[src/rtl/rcsr_pkg.sv]
package rcsr_pkg;
  localparam int FLAG_W = 8;
  localparam int BIT_BOR = 0;
  localparam int BIT_INSTR = 2;
  localparam int BIT_PIN = 3;
  localparam int BIT_UNF = 6;
  localparam int BIT_OVF = 7;
  localparam logic [FLAG_W-1:0] RESET_VALUE = 8'h0C;
  localparam logic [FLAG_W-1:0] POR_PATTERN = 8'h0D;
  localparam logic [FLAG_W-1:0] IMPL_MASK =
    (FLAG_W'(1) << BIT_BOR) | (FLAG_W'(1) << BIT_INSTR) | (FLAG_W'(1) << BIT_PIN) |
    (FLAG_W'(1) << BIT_UNF) | (FLAG_W'(1) << BIT_OVF);

  typedef struct packed {
    logic loadPor;
    logic clrInstr;
    logic clrPin;
    logic setOvf;
    logic setUnf;
    logic wrEn;
    logic rdHit;
  } strobe_t;
endpackage

[src/rtl/rcsr_ctrl.sv]
module rcsr_ctrl
  import rcsr_pkg::*;
#(
  parameter int ADDR_W = 8,
  parameter logic [ADDR_W-1:0] REG_ADDR = 8'h96
) (
  input  logic              porEvt,
  input  logic              swRstEvt,
  input  logic              pinRstEvt,
  input  logic              stkOvfEvt,
  input  logic              stkUnfEvt,
  input  logic [ADDR_W-1:0] busAddr,
  input  logic              busWe,
  output strobe_t           stb
);
  logic addrHit;
  logic anyEvent;

  assign addrHit  = (busAddr == REG_ADDR);
  assign anyEvent = porEvt | swRstEvt | pinRstEvt | stkOvfEvt | stkUnfEvt;

  always_comb begin
    stb          = '0;
    stb.loadPor  = porEvt;
    stb.clrInstr = swRstEvt;
    stb.clrPin   = pinRstEvt;
    stb.setOvf   = stkOvfEvt;
    stb.setUnf   = stkUnfEvt;
    // Reset strobes win over firmware writes
    stb.wrEn     = busWe & addrHit & ~anyEvent;
    stb.rdHit    = addrHit;
  end
endmodule

[src/rtl/rcsr_datapath.sv]
module rcsr_datapath
  import rcsr_pkg::*;
(
  input  logic              clk,
  input  logic              rstN,
  input  strobe_t           stb,
  input  logic [FLAG_W-1:0] wrData,
  output logic [FLAG_W-1:0] flagsQ,
  output logic [FLAG_W-1:0] rdData
);
  logic [FLAG_W-1:0] flagsD;

  always_comb begin
    flagsD = flagsQ;
    if (stb.loadPor) flagsD = POR_PATTERN;
    if (stb.clrInstr) flagsD[BIT_INSTR] = 1'b0;
    if (stb.clrPin) flagsD[BIT_PIN] = 1'b0;
    if (stb.setOvf) flagsD[BIT_OVF] = 1'b1;
    if (stb.setUnf) flagsD[BIT_UNF] = 1'b1;
    if (stb.wrEn) flagsD = wrData & IMPL_MASK;
  end

  always_ff @(posedge clk or negedge rstN) begin
    if (!rstN) flagsQ <= RESET_VALUE;
    else flagsQ <= flagsD;
  end

  assign rdData = stb.rdHit ? flagsQ : '0;
endmodule

[src/rtl/reset_cause_reg.sv]
module reset_cause_reg
  import rcsr_pkg::*;
#(
  parameter int ADDR_W = 8,
  parameter logic [ADDR_W-1:0] REG_ADDR = 8'h96
) (
  input  logic              clk,
  input  logic              rstN,
  input  logic              porEvt,
  input  logic              swRstEvt,
  input  logic              pinRstEvt,
  input  logic              stkOvfEvt,
  input  logic              stkUnfEvt,
  input  logic [ADDR_W-1:0] busAddr,
  input  logic              busWe,
  input  logic [FLAG_W-1:0] busWdata,
  output logic [FLAG_W-1:0] busRdata
);
  strobe_t stb;
  logic [FLAG_W-1:0] flagsQ;

  rcsr_ctrl #(.ADDR_W(ADDR_W), .REG_ADDR(REG_ADDR)) ctrl (
    .porEvt(porEvt), .swRstEvt(swRstEvt), .pinRstEvt(pinRstEvt),
    .stkOvfEvt(stkOvfEvt), .stkUnfEvt(stkUnfEvt),
    .busAddr(busAddr), .busWe(busWe), .stb(stb)
  );

  rcsr_datapath dp (
    .clk(clk), .rstN(rstN), .stb(stb), .wrData(busWdata),
    .flagsQ(flagsQ), .rdData(busRdata)
  );
endmodule

[config.mk]
export PLATFORM = sky130hd
export DESIGN_NAME = reset_cause_reg
export DESIGN_NICKNAME = d
export VERILOG_FILES = /design/src/rtl/rcsr_pkg.sv /design/src/rtl/rcsr_ctrl.sv /design/src/rtl/rcsr_datapath.sv /design/src/rtl/reset_cause_reg.sv
export SDC_FILE = /design/constraint.sdc
export NUM_CORES = 1
export LEC_CHECK = 0
export CORE_MARGIN = 5
export CORE_UTILIZATION = 27
export CTS_CLUSTER_DIAMETER = 40
export DETAILED_ROUTE_END_ITERATION = 10
export PLACE_DENSITY = 0.76
export SLEW_MARGIN = 15
export SYNTH_ARGS = -nofsm -noshare
export SYNTH_HDL_FRONTEND = slang
export SYNTH_SLANG_ARGS = --single-unit
[constraint.sdc]
create_clock -name clk -period 1.22 [get_ports clk]
set_clock_uncertainty 0.2 [all_clocks]
set_input_delay 0.244 -clock clk [delete_from_list [all_inputs] [get_ports clk]]
set_output_delay 0.244 -clock clk [all_outputs]
set_load 0.02 [all_outputs]
==> results of run 1 <==
==> worst reg2reg max path, stage by stage (launching register included) <==
cell and delay, ns:
dfstp_2 0.52, nor2_1 0.04, nor2_1 0.10, mux2_4 0.15
==> cell type report <==
| type | instances | area share |
|---|---|---|
| repair buffers | 34 | 0.3862 |
| multi-input cells | 30 | 0.3710 |
| flip-flops and latches | 5 | 0.1720 |
| clock buffers | 4 | 0.03541 |
| well taps | 15 | 0.02530 |
| inverters | 2 | 0.01012 |
==> worst max-delay path by stage <==
| stage | end | cells after the start |
|---|---|---|
| floorplan | dp.flagsQ[3] | 3 |
| global placement | busRdata[0] | 5 |
| detailed placement | busRdata[2] | 5 |
| CTS | dp.flagsQ[2] | 5 |
| global route | dp.flagsQ[7] | 6 |
| finish | busRdata[3] | 5 |
==> what timing repair did <==
action / in CTS / in global routing
resized for setup: 86 / 6
setup buffers: 0 / 0
endpoints found under the setup margin: 10 / 10
pin swaps: 8 / 6
==> kinds of logic (layout without fill, tap and decap cells) <==
family | count (synthesis) | in the layout | synth area share
buf+inv | 5 | 40 | 0.08136
flops | 5 | 5 | 0.3458
simple gates | 19 | 19 | 0.3661
other cells | 1 | 3 | 0.01016
compound gates | 3 | 3 | 0.04747
mux | 5 | 5 | 0.1491
==> synth_stat cells (all sizes together) <==
cell type / n / area, sq um
a21oi: 2 / 10.01
and2: 5 / 31.28
buf: 3 / 22.52
conb: 1 / 3.750
dfrtp: 3 / 75.07
dfstp: 2 / 52.55
inv: 2 / 7.510
mux2: 1 / 15.01
mux2i: 4 / 40.04
nand2b: 1 / 6.260
nand4bb: 2 / 22.52
nor2: 7 / 26.28
nor4: 1 / 21.27
nor4b: 1 / 8.760
o21bai: 1 / 7.510
or3: 1 / 7.510
or3b: 1 / 11.26
==> through the flow <==
stage	instance area [sq um]	total power [mW]
2_1_floorplan	405.4	0.2322
3_3_place_gp	719.4	0.3163
3_5_place_dp	719.4	0.3196
4_1_cts	742.0	0.5088
5_1_grt	742.0	0.5287
6_report	742.0	0.4981
==> layer usage <==
metal,vias up,GRT usage
li1,197,-
met1,184,0.1178
met2,13,0.2060
met3,0,0.02682
met4,0,0.06630
met5,-,0
==> power by group through the flow <==
stage          Combinational (mW)  Clock, mW  Sequential (mW)
2_1_floorplan              0.0484          0            0.184
3_3_place_gp                0.132          0            0.185
3_5_place_dp                0.134          0            0.185
4_1_cts                     0.126      0.199            0.184
5_1_grt                     0.137      0.207            0.184
6_report                    0.127      0.188            0.184
==> results by group, run 1 <==
Outcome
  – Result of the run: finished with violations
  – Failing checks: negative setup slack

STA
  – Unrepaired setup endpoints after global routing: true
  – Share of the cycle needed by the critical path after routing: 1.206
  – Aggregate negative setup slack: -2.296 ns
  – Post-Route Hold Slack: 0.02886 ns
  – Final WS setup: -0.2512 ns
  – Time the final worst path needs with I/O delays and setup: 1.471 ns
  – Final slew viol count: 0
  – Final setup violation count: 10
  – Final hold viol count: 0
  – Fmax: 679.7 MHz

Yosys
  – Synth Cell Area: 369.1 sq um
  – Proportion of synthesized chip area in sequential cells: 0.3458
  – Count of yosys warnings during synthesis: 0
  – Number of register bits inferred by synthesis: 5
  – Post-Syn Area per Cell: 9.713 sq um
  – Number of distinct library cell variants in the gate-level netlist after synthesis: 17
  – Synthesized instance count: 38

Run
  – Total of max-cap violations: 0

GRT
  – Global Route Usage Sum: 0.1137
  – Total congestion overflow: 0
  – Vias in the first global route: 414
  – Largest net degree at the start of global routing: 6
  – Wire length of the first global-routing pass: 1711 um
  – Antenna violations before repair: 0

Floorplanning
  – Die X: 46.98 um
  – Vertical extent of the die: 46.98 um
  – Die area: 0.002207 sq mm
  – Rows: 13
  – Initial standard-cell utilization of the core: 0.2837
  – Placeable core region: 0.001301 sq mm
  – I/O pin count: 32

Drt
  – Post-DR wirelength/cell: 12.34 um
  – Remaining DRCs: 0
  – Starting DRC count in detailed routing: 1
  – Wl on met1: 396 um
  – Met3 layer wire length in the routed design: 103 um
  – Highest metal layer with signal wires: met3
  – Antenna-violating nets left: 0
  – Via density per instance: 4.378
  – Detailed-routing iteration count for the pre-antenna-repair pass: 2
  – Total met2 wirelength after detailed routing: 612 um
  – Via count: 394
  – DRT Wirelength: 1111 um

Worst setup path
  – Category of the worst setup path launch point: input pin
  – Critical path start-end classification: in2out
  – Required time of the critical path: 0.78 ns
  – Total buffers and inverters traversed by the critical path: 2
  – Startpoint of the worst setup timing path: busAddr[5]
  – Start of the worst register-to-register path: dp.flagsQ[3]
  – R2R depth: 3
  – CP max stage cell: nand4bb_4
  – Capture instance of the worst register-to-register path: dp.flagsQ[3]
  – R2R Setup Slk: 0.17 ns
  – CP Cell Sequence: buf_6 > nand4bb_4 > nor2_4 > and2_4 > buf_6
  – Endpoint class of the critical path: output pin
  – CP Max Fanout: 5
  – Critical path's most frequent cell: buf_6
  – Cell family with the largest share of critical-path delay: simple AND/OR/NAND/NOR gates
  – Critical path arrival: 1.03 ns
  – CP peak stage delay: 0.24 ns

Clock tree
  – Buffer cell driving the clock tree root: clkbuf_4
  – Clk_lat worst skew: 0.24 ns
  – Clock buffer count from CTS: 3
  – Number of clock sinks: 5
  – Clock input transition at the sequential cells of the worst setup and hold paths: 0.04 ns
  – TritonCTS clock tree: yes
  – Maximum count of clock buffers along a single path: 2
  – Depth of the CTS H-tree: 1
  – Hold bufs inserted after CTS: 0

Placed design
  – Routability congestion estimate from global placement: 0.7410
  – Count of buffers inserted at the top-level ports: 25
  – Placed cell count: 86
  – Post-Place Setup Slack: -1.073 ns
  – Total half-perimeter wirelength after legalization and detailed placement: 965.8 um

Power and ir drop
  – Pleak: 0.3360 nW
  – Part of the power in registers: 0.368
  – Switching power share of the total: 0.2346
  – Clock Power Share: 0.378
  – Max IR drop VDD: 0.0004869 V
  – Areal power density over the cells: 671.4 mW/mm^2
  – Combinational power share: 0.254
  – Power dissipated by switching net loads: 116.8 uW
  – Internal cell power: 381.3 uW

Final layout
  – Top flop regs: dp.flagsQ: 5 flops
  – Area delta synth->final: 101.0%
  – Post-layout util: 0.5702
  – Filler cell count in the final layout: 131
  – Number of nets at the end of the flow: 100
  – Max reg flops: 5
  – Top library cells by usage in the layout, fill and taps aside: buf_6, buf_2, buf_4
  – Most frequent standard cell in the layout excluding fill and tap cells: buf_6
  – N_diodes: 0
  – Area used by sequential logic in the layout: 127.6 sq um
  – Final instance count without filler cells: 90
  – Most flops, register: dp.flagsQ
  – Fraction of layout instances using a drive strength above 1: 0.6000
  – Combined area of the multi-input logic cells: 275.3 sq um

Min path
  – Worst Hold Class: in2async
Note: power is estimated with default switching activity, not from simulation.
==> inputs of run 2 (changes only) <==
- CTS_CLUSTER_SIZE: unset -> 10
- PLACE_DENSITY: 0.76 -> 0.71
==> run 2 against run 1 <==
Net effect: the flow still finishes with violations (negative setup slack); register-to-register slack barely moved; hold slack improved by 0.0017 ns; sequential cell count did not move; cell count rose by 1.1%; clock-buffer cell count did not move; fmax fell by 1.1%; critical endpoint is now dp.flagsQ[2].
==> results by group, run 2 (same netlist as run 1, synthesis figures left out) <==
Drt
  – DRT Wirelength: 1104 um
  – Via count: 397
  – Via density per instance: 4.363
  – Detailed-routing iteration count for the pre-antenna-repair pass: 3
  – Remaining DRCs: 0
  – Starting DRC count in detailed routing: 3
  – Antenna-violating nets left: 0
  – Post-DR wirelength/cell: 12.13 um

Final layout
  – Max reg flops: 5
  – Final instance count without filler cells: 91
  – Top library cells by usage in the layout, fill and taps aside: buf_2, buf_6, buf_4
  – N_diodes: 0
  – Fraction of layout instances using a drive strength above 1: 0.6053
  – Area delta synth->final: 102.0%
  – Top flop regs: dp.flagsQ: 5 flops
  – Number of nets at the end of the flow: 101
  – Most flops, register: dp.flagsQ
  – Filler cell count in the final layout: 133

Power and ir drop
  – Max IR drop VDD: 0.0005852 V
  – Power Total: 494.5 uW
  – Combinational power share: 0.258
  – Switching power share of the total: 0.2280
  – Clock Power Share: 0.370
  – Internal cell power: 381.7 uW
  – Areal power density over the cells: 663.1 mW/mm^2
  – Part of the power in registers: 0.371
  – Power dissipated by switching net loads: 112.8 uW
  – Pleak: 0.3375 nW

STA
  – Fmax: 672.5 MHz
  – Time the final worst path needs with I/O delays and setup: 1.487 ns
  – Final hold viol count: 0
  – Aggregate negative setup slack: -2.368 ns
  – Final slew viol count: 0
  – Final WS setup: -0.2670 ns
  – Final setup violation count: 10
  – Unrepaired setup endpoints after global routing: true
  – Share of the cycle needed by the critical path after routing: 1.219
  – Post-Route Hold Slack: 0.03054 ns

Floorplanning
  – Die area: 0.002207 sq mm
  – Placeable core region: 0.001301 sq mm
  – Initial standard-cell utilization of the core: 0.2837
  – I/O pin count: 32
  – Rows: 13
  – Die X: 46.98 um
  – Vertical extent of the die: 46.98 um

Min path
  – Worst Hold Class: in2async

Clock tree
  – Clk_lat worst skew: 0.24 ns
  – Clock buffer count from CTS: 3
  – Hold bufs inserted after CTS: 0
  – TritonCTS clock tree: yes
  – Depth of the CTS H-tree: 1
  – Maximum count of clock buffers along a single path: 2
  – Clock input transition at the sequential cells of the worst setup and hold paths: 0.04 ns
  – Number of clock sinks: 5
  – Buffer cell driving the clock tree root: clkbuf_4

GRT
  – Largest net degree at the start of global routing: 6
  – Wire length of the first global-routing pass: 1718 um
  – Vias in the first global route: 385
  – Global Route Usage Sum: 0.1162
  – Antenna violations before repair: 0
  – Total congestion overflow: 0

Worst setup path
  – Startpoint of the worst setup timing path: busAddr[0]
  – R2R depth: 3
  – Required time of the critical path: 1.18 ns
  – CP Max Fanout: 3
  – R2R Setup Slk: 0.18 ns
  – Endpoint class of the critical path: flip-flop
  – Critical path start-end classification: in2reg
  – Start of the worst register-to-register path: dp.flagsQ[3]
  – Category of the worst setup path launch point: input pin
  – Capture instance of the worst register-to-register path: dp.flagsQ[3]
  – Critical path arrival: 1.45 ns

Placed design
  – Count of buffers inserted at the top-level ports: 25
  – Post-Place Setup Slack: -1.104 ns
  – Placed cell count: 86
  – Total half-perimeter wirelength after legalization and detailed placement: 955.5 um
  – Routability congestion estimate from global placement: 0.7275

Run
  – Total of max-cap violations: 0

Outcome
  – Result of the run: finished with violations
  – Failing checks: negative setup slack
-- run 2: cell count changes in the layout (fill, tap and decap cells not counted) --
cell,change
buf_4,+2
buf_6,-2
buf_2,+1
clkbuf_2,-1
clkdlybuf4s15_2,+1
-- run 2: worst max-delay path by stage --
| stage | end |
|---|---|
| final | dp.flagsQ[2] |
| after floorplan | dp.flagsQ[3] |
| after global routing | dp.flagsQ[7] |
| after detailed placement | busRdata[3] |
| after CTS | dp.flagsQ[2] |
| after global placement | busRdata[3] |
-- run 2: repair_timing --
item | CTS | global route
buffers inserted | 1 | 0
pin swaps | 8 | 2
hold endpoints to repair | 0 | 0
resized for setup | 90 | 1
endpoints found under the setup margin | 10 | 10
gates cloned | 0 | 0
-- run 2: power groups by stage --
stage / logic [mW] / registers, mW / clock network [mW]
finish: 0.128 / 0.184 / 0.183
global route: 0.139 / 0.184 / 0.212
CTS: 0.129 / 0.184 / 0.193
detailed placement: 0.135 / 0.185 / 0
global placement: 0.132 / 0.185 / 0
floorplan: 0.0484 / 0.184 / 0
-- run 2: final cells by class --
class	instances	area, sq um	share of cell area
repair buffers	35	290.3	0.3893
multi-input cells	30	275.3	0.3691
flip-flops and latches	5	127.6	0.1711
clock buffers	4	26.28	0.03523
well taps	15	18.77	0.02517
inverters	2	7.507	0.01007
-- run 2: worst max-delay path, cell delays in order --
cell       delay [ns]
buf_6            0.09
nand4bb_4        0.23
buf_4            0.17
nor4_4           0.35
buf_4            0.17
mux2i_1          0.19
-- run 2: metrics by stage --
stage,utilization,instance area (sq um)
finish,0.5731,745.7
global route,0.5731,745.7
CTS,0.5769,750.7
detailed placement,0.5529,719.4
global placement,0.5529,719.4
floorplan,-,405.4
-- run 2: layer usage --
| metal | track usage | wire (um) | share of wire |
|---|---|---|---|
| met1 | 0.1392 | 410 | 0.37 |
| met2 | 0.1870 | 583 | 0.53 |
| met3 | 0.03065 | 110 | 0.10 |
| met4 | 0.06630 | 0 | 0 |
| met5 | 0 | 0 | 0 |
